==> src/rtl/spi_phase_clkgen.sv <==
module spi_phase_clkgen #(
  parameter int FW_W          = 16,
  parameter int ACC_W         = 12,
  parameter int REF_HZ        = 200_000_000,
  parameter int SYNC_LIMIT_HZ = 30_000_000
) (
  input  logic            clk,
  input  logic            rst_n,
  input  logic            enable,
  input  logic            start,
  input  logic            acc_clear_on_start,
  input  logic            double_rate,
  input  logic            cpol,
  input  logic            launch_rise,
  input  logic            latch_rise,
  input  logic [FW_W-1:0] freq_word,
  output logic            sclk,
  output logic            launch_stb,
  output logic            sample_stb,
  output logic            fast_path
);
  localparam int          FULL     = 1 << (ACC_W - 1);
  localparam logic [63:0] FAST_THR = 64'(SYNC_LIMIT_HZ) << ACC_W;

  logic [FW_W:0]    raw_inc;
  logic [ACC_W-1:0] inc, acc;
  logic [ACC_W:0]   sum, rem;
  logic             wrap, clr, tick, ph, rising;

  assign raw_inc = double_rate ? {freq_word, 1'b0} : {1'b0, freq_word};
  assign inc     = (raw_inc > (FW_W+1)'(FULL)) ? ACC_W'(FULL) : raw_inc[ACC_W-1:0];
  assign sum     = {1'b0, acc} + {1'b0, inc};
  assign rem     = sum - (ACC_W+1)'(FULL);
  assign wrap    = sum >= (ACC_W+1)'(FULL);
  assign clr     = start & acc_clear_on_start;
  assign tick    = enable & ~clr & wrap;
  assign rising  = (ph == cpol);

  always_ff @(posedge clk or negedge rst_n) begin
    if (!rst_n) begin
      acc        <= '0;
      ph         <= 1'b0;
      launch_stb <= 1'b0;
      sample_stb <= 1'b0;
    end else begin
      launch_stb <= 1'b0;
      sample_stb <= 1'b0;
      if (clr)
        acc <= '0;
      else if (enable)
        acc <= wrap ? rem[ACC_W-1:0] : sum[ACC_W-1:0];
      if (!enable)
        ph <= 1'b0;
      else if (tick) begin
        ph         <= ~ph;
        launch_stb <= (rising == launch_rise);
        sample_stb <= (rising == latch_rise);
      end
    end
  end

  assign sclk      = ph ^ cpol;
  assign fast_path = (64'(inc) * 64'(REF_HZ)) > FAST_THR;
endmodule

==> config.mk <==
export PLATFORM = sky130hd
export DESIGN_NAME = spi_phase_clkgen
export DESIGN_NICKNAME = d
export VERILOG_FILES = /design/src/rtl/spi_phase_clkgen.sv
export SDC_FILE = /design/constraint.sdc
export NUM_CORES = 1
export LEC_CHECK = 0
export ABC_AREA = 1
export BUFFER_PORTS_ARGS = -buffer_cell sky130_fd_sc_hd__buf_2
export CAP_MARGIN = 20
export CORE_UTILIZATION = 55
export DETAILED_ROUTE_END_ITERATION = 10
export PLACE_DENSITY = 0.73
export SLEW_MARGIN = 10
export SYNTH_ARGS = -nofsm -noshare
export SYNTH_HDL_FRONTEND = slang
export SYNTH_SLANG_ARGS = --single-unit
export TNS_END_PERCENT = 1
==> constraint.sdc <==
create_clock -name clk -period 16.8 [get_ports clk]
set_clock_uncertainty 0.15 [all_clocks]
set_input_delay 1.68 -clock clk [delete_from_list [all_inputs] [get_ports clk]]
set_output_delay 1.68 -clock clk [all_outputs]
set_load 0.01 [all_outputs]
==> reports/results.ini, run 1 <==
[drt]
routed-via-count = 5655
routed.top_layer = met4
wl_mm = 14.9
drc = 0
first_iter_violations = 413
wl_met2_mm = 6.55
antenna_left = 0
met1_length_mm = 7.08
dr.pass1.iters = 5
wl_met3_mm = 1.15
detail_route.wl_per_cell_um = 13.4
vias_per_cell = 5.09

[cells_and_area]
area_growth_syn_to_layout_pct = 5.61
layout.cells.most_common_list = nand2_1 (278), inv_1 (251), ha_1 (92)
multi_input_area_mm2 = 0.00492
final_layout_size_suffix_gt1_frac = 0.0566
fin_util = 0.604
finalNonFillerCells = 1111
fillers = 1055
antenna_cells = 0
regArea_um2 = 375
final_common_cell = nand2_1
nets = 1164

[power]
ir_worst_vdd_v = 0.0000435
total_power_uw = 222
p_leak_nw = 4.25
power_density_mw_per_mm2 = 33.4

[cts]
cts_sinks = 15
cts_hold_buf = 0
insertion_delay_ns = 0.25
cts_root_buffer = clkbuf_16
cts.htree.levels = 1
cts_resized = 0
ctsLongestPathBuffers = 2
postCtsSetupBuffers = 0
cts_tree = done
numCtsBuffers = 3
clk_pin_slew_ns = 0.05

[place]
dp_cells = 1107
place.gp.congestion = 0.920
dp_hpwl_mm = 13.2
placement.io_buffers = 28

[floorplan]
core_mm2 = 0.0110
dieArea_mm2 = 0.0119
die_w_um = 109
pin_count = 29
fp-row-count = 38
fp.dieH_um = 109
initial_utilization = 0.572

[critical_path]
worstReg2RegEnd = acc[9]
start_kind = input pin
slowest_stage = fa_1
cp.required_ns = 14.97
crit_arrival_ns = 8.28
r2r_slack_ns = 14.40
r2r_cells = 11
r2r_start = acc[2]
crit_type = in -> out
cp_common_cell = nand2_1
critPathMaxStageDelay_ns = 0.66
path_max_fanout = 24
critical_path.endpoint_type = primary output

[sta]
fin_crit_ns = 10.11
slew_viol_final = 0
tightest_slew_ns = 0.773
maxSlewHeadroom = 0.483
fin_hold_ws_ns = 0.369
grt_setup_unrepaired = false
setup_tns_ns = 0
fin_crit_sh = 0.602
finalSetupViolCount = 0
fmax_mhz = 98.9
finalHoldViolCount = 0

[logic_synthesis]
synth_warnings = 0
postSynthCellCount = 944
syn-num-nets = 1136
synthTopCellsByArea = fa_1 (24%), ha_1 (18%), nand2_1 (17%)
syn_area_mm2 = 0.00628
syn_avg_cell_area_um2 = 6.66
post-synth-top-area-fraction = 0.239
ys_ff_latch = 15
ys_seq_area_frac = 0.0597
synth_top_cell_by_area = fa_1
synth.distinct_cells = 34

[grt]
grt_pass1_vias = 5611
overflow = 0
antenna_found_initial = 0
grt_start_max_net_pins = 25
grt_pass1_wl_mm = 26.0
grtUsageTotal = 0.283

[worst_hold_path]
hold_path.class = reg -> reg
whs_endpoint = acc[3]
hold_depth = 2
min_from = acc[3]

[job]
cap_violations = 0

[status]
outcome = finished, final reports clean

## cell usage after synthesis (all sizes together)
library cell	number
nand3b	9
ha	92
and2	2
fa	75
nand4	12
a211oi	1
xnor2	5
o2111ai	1
o31ai	1
nor2	68
nand2	284
nand3	58
clkbuf	2
o21ai	20
a21boi	1
xor2	3
o21bai	2
dfrtp	15
or2	2
o211ai	2
inv	252
clkinv	1
nor3	2
a21oi	31
buf	3
## flip-flops by register name (all words and copies together), names as in the netlist
name and cells:
acc 12, launch_stb 1, ph 1, sample_stb 1
## stage by stage
stage | instance area [µm²] | setup WS (ns)
2_1_floorplan | 6280 | 7.93
6_report | 6640 | 6.69
3_3_place_gp | 6560 | 6.81
5_1_grt | 6640 | 6.14
4_1_cts | 6640 | 6.72
3_5_place_dp | 6560 | 6.71
## cells by family (layout without fill, tap and decap cells)
group                      after synthesis  after routing  synth area share
and+or+nand+nor                        437            437             0.297
adders and majority gates              167            167             0.422
buffers and inverters                  258            285             0.158
xor gates and xnor gates                 8              8            0.0111
AOI/OAI and AO/OA                       59             59            0.0522
DFF                                     15             15            0.0597
## worst max-delay path, delay by kind of cell
| kind | cells | cell delay [ns] |
|---|---|---|
| AND/OR/NAND/NOR | 19 | 2.06 |
| AO/OA/AOI/OAI | 1 | 0.57 |
| buffers and inverters | 7 | 0.86 |
| adder cells (fa/ha/maj) | 6 | 3.10 |
## final cells by class
cell class | count | share of cell area
Clock buffer | 4 | 0.0119
Inverter | 253 | 0.143
Timing Repair Buffer | 28 | 0.0211
Sequential cell | 15 | 0.0566
Multi-Input combinational cell | 671 | 0.741
Tap cell | 140 | 0.0264
## where the power goes
group / switching, mW / internal [mW]
Sequential: 0.00113 / 0.0381
Combinational: 0.0879 / 0.0473
Clock: 0.0154 / 0.0322
Total: 0.104 / 0.118
## metal layers
layer / up-vias / GRT usage
met2: 177 / 0.475
met4: 0 / 0.0328
met1: 2565 / 0.393
met5: - / 0
met3: 13 / 0.0496
li1: 2900 / -
## worst max-delay path by stage
| stage | start | end | slack, ns | depth (start not counted) |
|---|---|---|---|---|
| floorplan | double_rate | fast_path | 7.93 | 33 |
| global route | double_rate | fast_path | 6.14 | 33 |
| CTS | double_rate | fast_path | 6.72 | 33 |
| global placement | double_rate | fast_path | 6.81 | 33 |
| detailed placement | double_rate | fast_path | 6.71 | 33 |
| finish | double_rate | fast_path | 6.69 | 33 |
(Power assumes the default switching activity.)
==> run 2: changes to the inputs <==
==> constraint.sdc (replaced) <==
create_clock -name clk -period 9.6 [get_ports clk]
set_clock_uncertainty 0.15 [all_clocks]
set_input_delay 0.96 -clock clk [delete_from_list [all_inputs] [get_ports clk]]
set_output_delay 0.96 -clock clk [all_outputs]
set_load 0.01 [all_outputs]
==> run 2 against run 1 <==
Final area is 0.23% higher; sequential power up 75%; setup slack got worse by 5.9 ns; register-to-register slack lost 7.2 ns; final cell count increased by 0.18%; die area unchanged; non-clock buffer count increased by 2; power is 74% higher; utilization is 0.14 points higher; clock power increased by 74%; largest power group unchanged.
==> reports/results.ini, run 2 (synthesis results as in run 1) <==
[critical_path]
crit_arrival_ns = 7.66
critical_path.endpoint_type = primary output
start_kind = input pin
r2r_slack_ns = 7.16
worstReg2RegEnd = acc[9]
crit_type = in -> out
critPathMaxStageDelay_ns = 0.58
cp.required_ns = 8.49
slowest_stage = fa_1
r2r_start = acc[2]
cp_common_cell = nand2_1
r2r_cells = 11
path_max_fanout = 24

[cts]
cts_root_buffer = clkbuf_16
cts.htree.levels = 1
cts_resized = 0
cts_hold_buf = 0
insertion_delay_ns = 0.25
cts_sinks = 15
cts_tree = done
numCtsBuffers = 3
postCtsSetupBuffers = 0
clk_pin_slew_ns = 0.05
ctsLongestPathBuffers = 2

[place]
pre_cts_ws_ns = 0.937
dp_hpwl_mm = 13.0
placement.io_buffers = 28
place.gp.congestion = 0.944

[drt]
antenna_left = 0
drc = 0
detail_route.wl_per_cell_um = 13.2
first_iter_violations = 515
dr.pass1.iters = 5
routed-via-count = 5644
wl_mm = 14.7
vias_per_cell = 5.07

[sta]
finalSetupViolCount = 0
setup_tns_ns = 0
fin_crit_sh = 0.913
fin_hold_ws_ns = 0.367
slew_viol_final = 0
tightest_slew_ns = 0.647
fin_crit_ns = 8.77
grt_setup_unrepaired = false
finalHoldViolCount = 0
maxSlewHeadroom = 0.567
fmax_mhz = 114
worst_slack_ns = 0.834

[cells_and_area]
final_common_cell = nand2_1
area_growth_syn_to_layout_pct = 5.85
nets = 1166
top_register = acc
fin_util = 0.606
antenna_cells = 0
final_layout_size_suffix_gt1_frac = 0.0586
layout.cells.most_common_list = nand2_1 (278), inv_1 (251), ha_1 (92)
largest_reg_flops = 12

[floorplan]
die_w_um = 109
dieArea_mm2 = 0.0119
fp-row-count = 38
pin_count = 29
core_mm2 = 0.0110
initial_utilization = 0.572
fp.dieH_um = 109

[grt]
grt_pass1_wl_mm = 25.2
antenna_found_initial = 0
overflow = 0
grt_pass1_vias = 5413
grtUsageTotal = 0.275
grt_start_max_net_pins = 25

[power]
p_leak_nw = 4.26
power_density_mw_per_mm2 = 58.1
total_power_uw = 387
ir_worst_vdd_v = 0.0000558

[worst_hold_path]
whs_endpoint = acc[0]
hold_depth = 2
hold_path.class = reg -> reg
min_from = acc[0]

[status]
outcome = finished, final reports clean

[job]
cap_violations = 0

==> run 2: per-stage QoR <==
step	cell area, µm²	std cells
floorplan	6280	944
detailed placement	6570	1109
global placement	6570	1109
global route	6650	1113
finish	6650	1113
CTS	6650	1113
==> run 2: per-layer routing <==
metal	global-route usage	vias to the layer above	share of wire
met1	0.404	2555	0.49
met4	0.0434	0	0.011
li1	-	2904	-
met5	0	-	0
met2	0.436	170	0.43
met3	0.0371	15	0.073
==> run 2: layout make-up <==
cell class,instances,area (µm²)
tap,140,175
inverter,253,950
clock buffer,4,78.8
timing repair buffer,30,155
fill,1070,4330
multi-input combinational,671,4920
sequential,15,375
==> run 2: how the worst max path moves through the flow <==
stage           startpoint   endpoint  slack (ns)
2_1_floorplan  double_rate  fast_path        2.17
3_5_place_dp   double_rate  fast_path        0.94
3_3_place_gp   double_rate  fast_path        1.05
4_1_cts        double_rate  fast_path        0.90
6_report       double_rate  fast_path        0.83
5_1_grt        double_rate  fast_path        0.33
==> run 2: where the power goes <==
group | switching, mW | total (mW) | internal [mW]
sequential | 0.00206 | 0.0688 | 0.0668
combinational | 0.152 | 0.235 | 0.0830
clock | 0.0266 | 0.0829 | 0.0564
==> run 2: worst max-delay path: cells and delay by family <==
kind | cells | cell delay [ns]
adder cells (fa/ha/maj) | 6 | 3.06
AND/OR/NAND/NOR | 18 | 2.10
buffers and inverters | 10 | 1.20
AO/OA/AOI/OAI | 1 | 0.32
==> run 3: changes to the inputs <==
--- a/config.mk
+++ b/config.mk
@@ -8,9 +8,11 @@
 export ABC_AREA = 1
 export BUFFER_PORTS_ARGS = -buffer_cell sky130_fd_sc_hd__buf_2
 export CAP_MARGIN = 20
-export CORE_UTILIZATION = 55
+export CORE_ASPECT_RATIO = 0.8
+export CORE_UTILIZATION = 43
+export CTS_CLUSTER_SIZE = 8
 export DETAILED_ROUTE_END_ITERATION = 10
-export PLACE_DENSITY = 0.73
+export PLACE_DENSITY = 0.59
 export SLEW_MARGIN = 10
 export SYNTH_ARGS = -nofsm -noshare
 export SYNTH_HDL_FRONTEND = slang
==> run 3 against run 2 <==
Maximum frequency increased by 1.4%; non-clock buffer count unchanged; flip-flop and latch count did not move; first-iteration DRC count fell by 23%; global-route usage shrank 4.7 points; utilization shrank 14 points; sequential power about the same; sequential share of layout area about the same; via count down 2.1%; largest power group unchanged.
==> reports/results.ini, run 3 (synthesis results as in run 1) <==
[critical_path]
cp.required_ns = 8.49
path_max_fanout = 24
r2r_slack_ns = 7.27
critical_path.endpoint_type = primary output
worstReg2RegEnd = acc[9]
crit_arrival_ns = 7.54
critPathMaxStageDelay_ns = 0.55
start_kind = input pin
cp_common_cell = nand2_1
crit_type = in -> out
r2r_start = acc[2]
r2r_cells = 11
slowest_stage = fa_1

[drt]
vias_per_cell = 4.77
first_iter_violations = 396
routed-via-count = 5523
detail_route.wl_per_cell_um = 13.1
antenna_left = 0
dr.pass1.iters = 5
drc = 0
wl_mm = 15.2

[grt]
grt_start_max_net_pins = 25
grt_pass1_vias = 5518
overflow = 0
grt_pass1_wl_mm = 26.4
antenna_found_initial = 0
grtUsageTotal = 0.228

[power]
ir_worst_vdd_v = 0.0000889
p_leak_nw = 4.26
swShare = 0.473
power_density_mw_per_mm2 = 58.1
power.switching_uw = 184
power_frac_seq = 0.177
internal-power_uw = 205
power.share.combinational = 0.608
p_clk_frac = 0.216
total_power_uw = 390

[cts]
cts_hold_buf = 0
insertion_delay_ns = 0.25
cts_tree = done
cts_root_buffer = clkbuf_16
clk_pin_slew_ns = 0.05
cts_sinks = 15
cts.htree.levels = 1
ctsLongestPathBuffers = 2
numCtsBuffers = 3
cts_resized = 0
postCtsSetupBuffers = 0

[floorplan]
fp.dieH_um = 110
dieArea_mm2 = 0.0151
initial_utilization = 0.440
pin_count = 29
fp-row-count = 39
die_w_um = 137
core_mm2 = 0.0143

[place]
placement.io_buffers = 28
dp_hpwl_mm = 13.6
place.gp.congestion = 0.897

[sta]
maxSlewHeadroom = 0.520
fmax_mhz = 116
fin_crit_sh = 0.901
finalSetupViolCount = 0
setup_tns_ns = 0
fin_crit_ns = 8.65
finalHoldViolCount = 0
slew_viol_final = 0
grt_setup_unrepaired = false
tightest_slew_ns = 0.718

[cells_and_area]
final_layout_size_suffix_gt1_frac = 0.0596
area_growth_syn_to_layout_pct = 6.75
largest_reg_flops = 12
final_common_cell = nand2_1
top_register = acc
multi_input_area_mm2 = 0.00492
antenna_cells = 0
fillers = 1528
nets = 1166
regArea_um2 = 375
layout.cells.most_common_list = nand2_1 (278), inv_1 (251), ha_1 (92)

[worst_hold_path]
hold_depth = 2
whs_endpoint = acc[2]
min_from = acc[2]
hold_path.class = reg -> reg

[job]
cap_violations = 0

[status]
outcome = finished, final reports clean

-- run 3: critical path: cells and delay by family --
kind	cells	cell delay (ns)
fa+ha+maj	6	2.95
buf+inv	9	1.11
simple gates	19	2.47
-- run 3: how the worst max path moves through the flow --
stage,from,to,slack (ns),depth (start not counted)
after global placement,double_rate,fast_path,1.07,34
final,double_rate,fast_path,0.95,34
after detailed placement,double_rate,fast_path,1.00,35
after CTS,double_rate,fast_path,0.99,35
after global routing,double_rate,fast_path,0.37,37
after floorplan,double_rate,fast_path,2.17,33
-- run 3: power by group through the flow --
| stage | registers, mW | logic [mW] | clock network [mW] |
|---|---|---|---|
| after global routing | 0.0692 | 0.279 | 0.0877 |
| after CTS | 0.0688 | 0.237 | 0.0846 |
| after global placement | 0.0699 | 0.236 | 0 |
| final | 0.0688 | 0.237 | 0.0841 |
| after floorplan | 0.0700 | 0.178 | 0 |
| after detailed placement | 0.0697 | 0.235 | 0 |
-- run 3: per-stage QoR --
step,std cells,cell area (µm²),utilization,hold WS [ns],worst slack [ns]
after floorplan,944,6280,-,0.335,2.17
after global placement,1153,6630,0.464,0.360,1.07
after CTS,1157,6710,0.469,0.376,0.995
after detailed placement,1153,6630,0.464,0.359,1.00
final,1157,6710,0.469,0.371,0.953
after global routing,1157,6710,0.469,0.407,0.371
-- run 3: metal layers --
layer	global-route usage	share of wire	vias to the layer above	wire, µm
met2	0.351	0.40	108	6030
met5	0	0	-	0
met1	0.345	0.55	2504	8280
met3	0.0265	0.047	8	709
li1	-	-	2903	-
met4	0.0345	0.0090	0	137
-- run 3: cell type report --
type	instances	share of cell area
Sequential cell	15	0.0559
Clock buffer	3	0.0112
Timing Repair Buffer	30	0.0231
Tap cell	184	0.0343
Inverter	253	0.142
Multi-Input combinational cell	671	0.733
Clock inverter	1	0.000746
